==> config.mk <==
export PLATFORM = sky130hd
export DESIGN_NAME = fxp_mac
export DESIGN_NICKNAME = d
export VERILOG_FILES = /design/src/rtl/mac_pkg.sv /design/src/rtl/mac_mult.sv /design/src/rtl/mac_accum.sv /design/src/rtl/mac_round_sat.sv /design/src/rtl/fxp_mac.sv
export SDC_FILE = /design/constraint.sdc
export NUM_CORES = 2
export LEC_CHECK = 0
export ABC_AREA = 1
export BUFFER_PORTS_ARGS = -buffer_cell sky130_fd_sc_hd__buf_4
export CAP_MARGIN = 10
export CORE_MARGIN = 10
export CORE_UTILIZATION = 60
export CTS_CLUSTER_DIAMETER = 30
export DETAILED_ROUTE_END_ITERATION = 12
export GPL_ROUTABILITY_DRIVEN = 0
export PLACE_DENSITY_LB_ADDON = 0.08
export SYNTH_ARGS = -nofsm -noshare
export SYNTH_HDL_FRONTEND = slang
export SYNTH_SLANG_ARGS = --single-unit
==> constraint.sdc <==
create_clock -name clk -period 9.6 [get_ports clk]
set_input_delay 0.96 -clock clk [delete_from_list [all_inputs] [get_ports clk]]
set_output_delay 0.96 -clock clk [all_outputs]
set_load 0.005 [all_outputs]
==> src/rtl/mac_pkg.sv <==
// Shared encodings for the fixed-point multiply-accumulate block.
// Assumes 2-bit operation and rounding selects on the top-level ports.
package mac_pkg;
    typedef enum logic [1:0] {
        OP_CLEAR = 2'b00,
        OP_LOAD  = 2'b01,
        OP_MAC   = 2'b10,
        OP_MSU   = 2'b11
    } mac_op_e;

    typedef enum logic [1:0] {
        RND_TRUNC   = 2'b00,
        RND_NEAREST = 2'b01,
        RND_CONV    = 2'b10,
        RND_SPARE   = 2'b11
    } rnd_mode_e;
endpackage

==> src/rtl/mac_mult.sv <==
// Signed fractional multiplier.
// Forms the full 2*DATA_W product, sign-extends it to the accumulator
// width and shifts it left by one so the redundant sign bit disappears
// and the fraction field lines up at bit 2*DATA_W-1.
// Assumes ACC_W >= 2*DATA_W+1 so that -1 * -1 = +1 stays representable.
module mac_mult #(
    parameter int DATA_W = 24,
    parameter int ACC_W  = 56
) (
    input  logic [DATA_W-1:0] mul_a,
    input  logic [DATA_W-1:0] mul_b,
    output logic [ACC_W-1:0]  prod_aligned
);
    localparam int PROD_W = 2 * DATA_W;
    localparam int EXT_W  = ACC_W - PROD_W;

    logic signed [PROD_W-1:0] prod_raw;
    logic        [ACC_W-1:0]  prod_ext;

    // full-precision signed product
    always_comb prod_raw = $signed(mul_a) * $signed(mul_b);

    // sign-extend then drop the duplicated sign bit
    always_comb begin
        prod_ext     = {{EXT_W{prod_raw[PROD_W-1]}}, prod_raw};
        prod_aligned = {prod_ext[ACC_W-2:0], 1'b0};
    end
endmodule

==> src/rtl/mac_accum.sv <==
// Guard-bit accumulator register with the sticky overflow flag.
// Performs clear, load, add or subtract of the aligned product on a
// valid cycle and holds otherwise. The flag latches any cycle in which
// the stored-word stage reports clamping and drops only on a valid clear.
// Assumes sat_now is combinational from the current accumulator.
module mac_accum
    import mac_pkg::*;
#(
    parameter int ACC_W = 56
) (
    input  logic             clk,
    input  logic             rst_n,
    input  logic             valid,
    input  mac_op_e          op,
    input  logic [ACC_W-1:0] prod,
    input  logic             sat_now,
    output logic [ACC_W-1:0] acc,
    output logic             ovf_q
);
    logic is_clear;

    // a clear only counts when strobed
    always_comb is_clear = valid && (op == OP_CLEAR);

    // accumulator update, wrapping at ACC_W bits
    always_ff @(posedge clk) begin
        if (!rst_n) begin
            acc <= '0;
        end else if (valid) begin
            case (op)
                OP_CLEAR: acc <= '0;
                OP_LOAD:  acc <= prod;
                OP_MAC:   acc <= acc + prod;
                OP_MSU:   acc <= acc - prod;
                default:  acc <= acc;
            endcase
        end
    end

    // sticky saturation record
    always_ff @(posedge clk) begin
        if (!rst_n)        ovf_q <= 1'b0;
        else if (is_clear) ovf_q <= 1'b0;
        else if (sat_now)  ovf_q <= 1'b1;
    end

    p_clear_zero_r4: assert property (@(posedge clk) disable iff (!rst_n)
        (valid && op == OP_CLEAR) |=> (acc == '0 && !ovf_q));
    p_idle_hold_r5: assert property (@(posedge clk) disable iff (!rst_n)
        !valid |=> $stable(acc));
    p_load_r2: assert property (@(posedge clk) disable iff (!rst_n)
        (valid && op == OP_LOAD) |=> acc == $past(prod));
    p_mac_add_r3: assert property (@(posedge clk) disable iff (!rst_n)
        (valid && op == OP_MAC) |=> acc == ACC_W'($past(acc) + $past(prod)));
    p_msu_sub_r3: assert property (@(posedge clk) disable iff (!rst_n)
        (valid && op == OP_MSU) |=> acc == ACC_W'($past(acc) - $past(prod)));
    p_ovf_sticky_r10: assert property (@(posedge clk) disable iff (!rst_n)
        (ovf_q && !is_clear) |=> ovf_q);
endmodule

==> src/rtl/mac_round_sat.sv <==
// Stored-word stage: rounds the accumulator at bit DATA_W and clamps it.
// The kept part is the accumulator from bit DATA_W upward; the discarded
// part is the low DATA_W bits. After rounding, the value fits the word
// when every guard bit and the word sign bit agree with the top bit.
// Assumes DATA_W >= 2 and a purely combinational use.
module mac_round_sat
    import mac_pkg::*;
#(
    parameter int DATA_W  = 24,
    parameter int GUARD_W = 8
) (
    input  logic [2*DATA_W+GUARD_W-1:0] acc,
    input  rnd_mode_e                   mode,
    output logic [DATA_W-1:0]           word,
    output logic                        sat
);
    localparam int ACC_W = 2 * DATA_W + GUARD_W;
    localparam int KEEP_W = ACC_W - DATA_W;
    localparam int CHK_W = KEEP_W - DATA_W + 2;
    localparam logic [DATA_W-1:0] WORD_MAX = {1'b0, {(DATA_W-1){1'b1}}};
    localparam logic [DATA_W-1:0] WORD_MIN = {1'b1, {(DATA_W-1){1'b0}}};

    logic [KEEP_W-1:0] kept;
    logic [DATA_W-1:0] frac_low;
    logic              tie_bit;
    logic              below_tie_zero;
    logic              bump;
    logic [KEEP_W:0]   rounded;
    logic [CHK_W-1:0]  agree;
    logic              fits;

    // split the accumulator at the rounding point
    always_comb begin
        kept           = acc[ACC_W-1:DATA_W];
        frac_low       = acc[DATA_W-1:0];
        tie_bit        = frac_low[DATA_W-1];
        below_tie_zero = (frac_low[DATA_W-2:0] == '0);
    end

    // rounding increment chosen by mode
    always_comb begin
        case (mode)
            RND_NEAREST: bump = tie_bit;
            RND_CONV:    bump = tie_bit && (!below_tie_zero || kept[0]);
            default:     bump = 1'b0;
        endcase
    end

    // apply the increment one bit wider so it cannot wrap
    always_comb rounded = {kept[KEEP_W-1], kept} + {{KEEP_W{1'b0}}, bump};

    // guard bits and word sign must all match the top bit
    for (genvar g = 0; g < CHK_W; g++) begin : g_agree
        assign agree[g] = (rounded[DATA_W-1+g] == rounded[KEEP_W]);
    end

    // clamp or pass the low word
    always_comb begin
        fits = &agree;
        sat  = !fits;
        if (fits)                 word = rounded[DATA_W-1:0];
        else if (rounded[KEEP_W]) word = WORD_MIN;
        else                      word = WORD_MAX;
    end

    // p_sat_extreme_r9: a clamped word is the extreme matching the accumulator sign
    always_comb begin
        p_sat_extreme_r9: assert (!sat || word == (acc[ACC_W-1] ? WORD_MIN : WORD_MAX));
    end
endmodule

==> src/rtl/fxp_mac.sv <==
// Top of the fixed-point multiply-accumulate block.
// Joins the multiplier, the accumulator and the stored-word stage. The
// overflow output shows both the recorded flag and clamping of the word
// currently presented. Assumes operands are fractional with the radix
// point just after the sign bit.
module fxp_mac
    import mac_pkg::*;
#(
    parameter int DATA_W  = 24,
    parameter int GUARD_W = 8,
    localparam int ACC_W  = 2 * DATA_W + GUARD_W
) (
    input  logic              clk,
    input  logic              rst_n,
    input  logic              in_valid,
    input  logic [1:0]        op_sel,
    input  logic [1:0]        rnd_sel,
    input  logic [DATA_W-1:0] opnd_a,
    input  logic [DATA_W-1:0] opnd_b,
    output logic [ACC_W-1:0]  acc_out,
    output logic [DATA_W-1:0] word_out,
    output logic              ovf_out
);
    logic [ACC_W-1:0] prod_aligned;
    logic [ACC_W-1:0] acc_q;
    logic             sat_now;
    logic             ovf_q;
    mac_op_e          op_e;
    rnd_mode_e        rnd_e;

    // map raw select pins onto the shared encodings
    always_comb begin
        op_e  = mac_op_e'(op_sel);
        rnd_e = rnd_mode_e'(rnd_sel);
    end

    mac_mult #(.DATA_W(DATA_W), .ACC_W(ACC_W)) u_mult (
        .mul_a        (opnd_a),
        .mul_b        (opnd_b),
        .prod_aligned (prod_aligned)
    );

    mac_accum #(.ACC_W(ACC_W)) u_accum (
        .clk     (clk),
        .rst_n   (rst_n),
        .valid   (in_valid),
        .op      (op_e),
        .prod    (prod_aligned),
        .sat_now (sat_now),
        .acc     (acc_q),
        .ovf_q   (ovf_q)
    );

    mac_round_sat #(.DATA_W(DATA_W), .GUARD_W(GUARD_W)) u_round (
        .acc  (acc_q),
        .mode (rnd_e),
        .word (word_out),
        .sat  (sat_now)
    );

    // drive the outputs
    always_comb begin
        acc_out = acc_q;
        ovf_out = ovf_q | sat_now;
    end

    p_reset_r1: assert property (@(posedge clk)
        !rst_n |=> (acc_out == '0 && word_out == '0 && !ovf_out));
endmodule

==> out/summary.txt <==
Total Routing Usage GR = 30.3%
Biggest area consumer among synthesized cells = fa_1
CP peak stage delay = 0.62 ns
Final Cycle Share = 98.5%
Number of synthesized flops with an enable pin = 0
Unrepaired setup endpoints after global routing = yes
Syn Nets = 5415
ANT nets after route = 0
Number of max-cap violations = 0
DIE WIDTH = 250 um
DR vias = 30600
Mux share of post-synthesis cell area = 0%
Clock tree sinks = 56
Seq/Total Area, Yosys = 3.53%
Synth unique cells = 56
M1 wire length = 40800 um
DRT iter0 DRCs = 2570
Avg WL per Cell = 16.6 um
Critical Path RT = 9.82 ns
Clock latency on the worst-skew pair = 0.33 ns
Crit Reg-Reg Startpoint = u_accum.acc[4]$_SDFFE_PN0P_
Nets = 5999
CP endpoint = u_accum.acc[47]$_SDFFE_PN0P_
R2R setup slack = 5.64 ns
Crit path DAT = 9.67 ns
Synth top cells by count = nand2_1 (1272), inv_1 (1264), fa_1 (608)
Xor-xnor portion of the synthesized cell area = 3.16%
Worst-case reg-to-reg path depth = 22
Crit path launch = opnd_b[0]
Worst flop-to-flop path endpoint = u_accum.ovf_q$_SDFFE_PP0N_
Synth area leaders = fa_1 (38%), nand2_1 (15%), inv_1 (15%), ha_1 (7.6%), dfxtp_1 (3.5%)
Synth Flop Type = dfxtp_1
Diode count = 0
WL met2 = 46400 um
Worst-path cell with the longest stage delay = fa_2
Pins Over Slew Limit = 0
Initial Util = 60.5%
DRC viols = 0
Yosys reg bits = 56
Rows = 84
Async SR Flop Fraction = 0%
CTS tree = yes
Yosys warns = 0
DIE AREA = 62500 sq um
Hold Path Class = reg -> reg
Vias in the first global route = 30500
Port bufs = 134
Pin count of the biggest net entering global routing = 61
Ports = 136
Fillers = 4046
Met3 wire len = 7660 um
Worst rel slew slack = 51.1%
Routed vias/inst = 5.25
Die height = 250 um
Total CTS buffers = 5
CP Capture Type = flop
Count of final hold-check violations = 0
CP Launch Type = primary input
Layout overhead on the synthesized area = 24.7%
Adder-cell share of the synthesized area = 45.9%
Critical path peak fanout = 9
Synth Area in Simple Gates = 23.1%
Largest family of logic cells by synthesized area = adder cells
Max layer used = met4
Synth Area per Inst = 6.96 sq um
Clk buf depth = 2
Final setup TNS = 0 ns
Layout cells sized above 1 = 22.6%
CTS H-tree depth = 2
Post-synth top area share = 38.3%
HPWL after DPL = 82000 um
Outcome = finished clean
Total wire length = 96900 um
Gr ovfl total = 0
Most frequent cell after synthesis = nand2_1
Worst clock skew = 0.00821 ns
Post-Syn Instances = 4559
Global-route wire length before repair = 156000 um
Achievable frequency = 106 MHz
Post-Syn Area = 31700 sq um
Total iterations of the first detailed-routing run = 6
Synth Area in Compound Gates = 7.50%
Root buffer selected by CTS = clkbuf_16
Worst slew pin tran = 0.729 ns
Core ar. = 52400 sq um
Setup violators final = 0
Clk slew on worst S/H paths = 0.08 ns
Critical path type = in -> reg
Fin crit period = 9.45 ns
Initial antenna violation count = 0
-- worst min path at each step --
stage                     slack, ns                  startpoint  depth (start not counted)                         end
after global placement         0.50  u_accum.ovf_q$_SDFFE_PP0N_                          2  u_accum.ovf_q$_SDFFE_PP0N_
after CTS                      0.53  u_accum.ovf_q$_SDFFE_PP0N_                          2  u_accum.ovf_q$_SDFFE_PP0N_
after global routing           0.59  u_accum.ovf_q$_SDFFE_PP0N_                          2  u_accum.ovf_q$_SDFFE_PP0N_
final                          0.53  u_accum.ovf_q$_SDFFE_PP0N_                          2  u_accum.ovf_q$_SDFFE_PP0N_
after detailed placement       0.51  u_accum.ovf_q$_SDFFE_PP0N_                          2  u_accum.ovf_q$_SDFFE_PP0N_
after floorplan                0.48  u_accum.ovf_q$_SDFFE_PP0N_                          2  u_accum.ovf_q$_SDFFE_PP0N_
-- cells by family (layout without fill, tap and decap cells) --
logic type	Yosys count	after routing
buffers and inverters	1404	1989
AO/OA/AOI/OAI	397	397
AND/OR/NAND/NOR	1794	1794
other	1	1
adder cells (fa/ha/maj)	801	801
flip-flops	56	56
XOR/XNOR	106	106
-- flip-flops by register name, indices dropped and copies added, names as in the netlist --
| signal | count |
|---|---|
| u_accum.ovf_q | 1 |
| u_accum.acc | 55 |
-- per-stage QoR --
stage / util, % / cells / area [sq um] / worst slack, ns / hold slack [ns]
final: 75.5 / 5832 / 39600 / 0.147 / 0.527
after global placement: 71.0 / 5779 / 37200 / -0.690 / 0.502
after detailed placement: 71.0 / 5779 / 37200 / -0.752 / 0.512
after CTS: 71.5 / 5789 / 37500 / 0.00129 / 0.531
after floorplan: - / 4559 / 31700 / 0.266 / 0.476
after global routing: 75.5 / 5832 / 39600 / -0.152 / 0.587
-- critical path: cells and delay by family --
family | cells | cell delay, ns
and+or+nand+nor | 22 | 2.36
AOI/OAI and AO/OA | 4 | 0.60
xor gates and xnor gates | 1 | 0.19
buffers and inverters | 14 | 1.30
adders and majority gates | 9 | 4.24
-- what timing repair did --
| action | CTS | global route |
|---|---|---|
| hold buffers | 0 | 0 |
| pin swaps | 3 | 162 |
| resized for setup | 24 | 470 |
| buffers inserted | 2 | 44 |
| setup endpoints to repair | 8 | 34 |
-- layer usage --
| layer | up-vias | GRT usage [%] |
|---|---|---|
| met5 | - | 0 |
| met4 | 0 | 5.61 |
| met3 | 172 | 3.97 |
| met2 | 1202 | 50.5 |
| met1 | 14800 | 41.8 |
| li1 | 14500 | - |
-- area by class of cell --
| type | count | area [sq um] | area share (%) |
|---|---|---|---|
| well taps | 688 | 861 | 2.17 |
| multi-input cells | 3099 | 27000 | 68.1 |
| inverters | 1271 | 4780 | 12.1 |
| clock inverters | 3 | 26.3 | 0.0664 |
| repair buffers | 710 | 5700 | 14.4 |
| clock buffers | 5 | 125 | 0.316 |
| flip-flops and latches | 56 | 1120 | 2.83 |
-- layout by cell type, fill, tap and decap left out, types with 13 or more instances in the layout --
cell and count:
nand3_1 81, a21oi_2 24, nor2_4 34, ha_1 157
fa_1 596, nor3_2 17, nand4_1 39, nor3_1 18
o21ai_2 15, a31oi_1 22, nor2_2 66, xor2_1 74
o21ai_0 95, a21o_1 17, nor2_1 171, a21oi_1 101
nand2_1 1171, inv_1 1236, ha_4 32, o21ai_1 18
nand3_2 23, inv_2 29, dfxtp_1 56, xnor2_1 17
or2_2 24, nand2_2 99, buf_4 651, buf_12 13
buf_6 36, o211ai_1 55
Power is left out: the tool's default activity adds up to more than one toggle a clock period on the data nets, which glitch-free logic cannot reach.
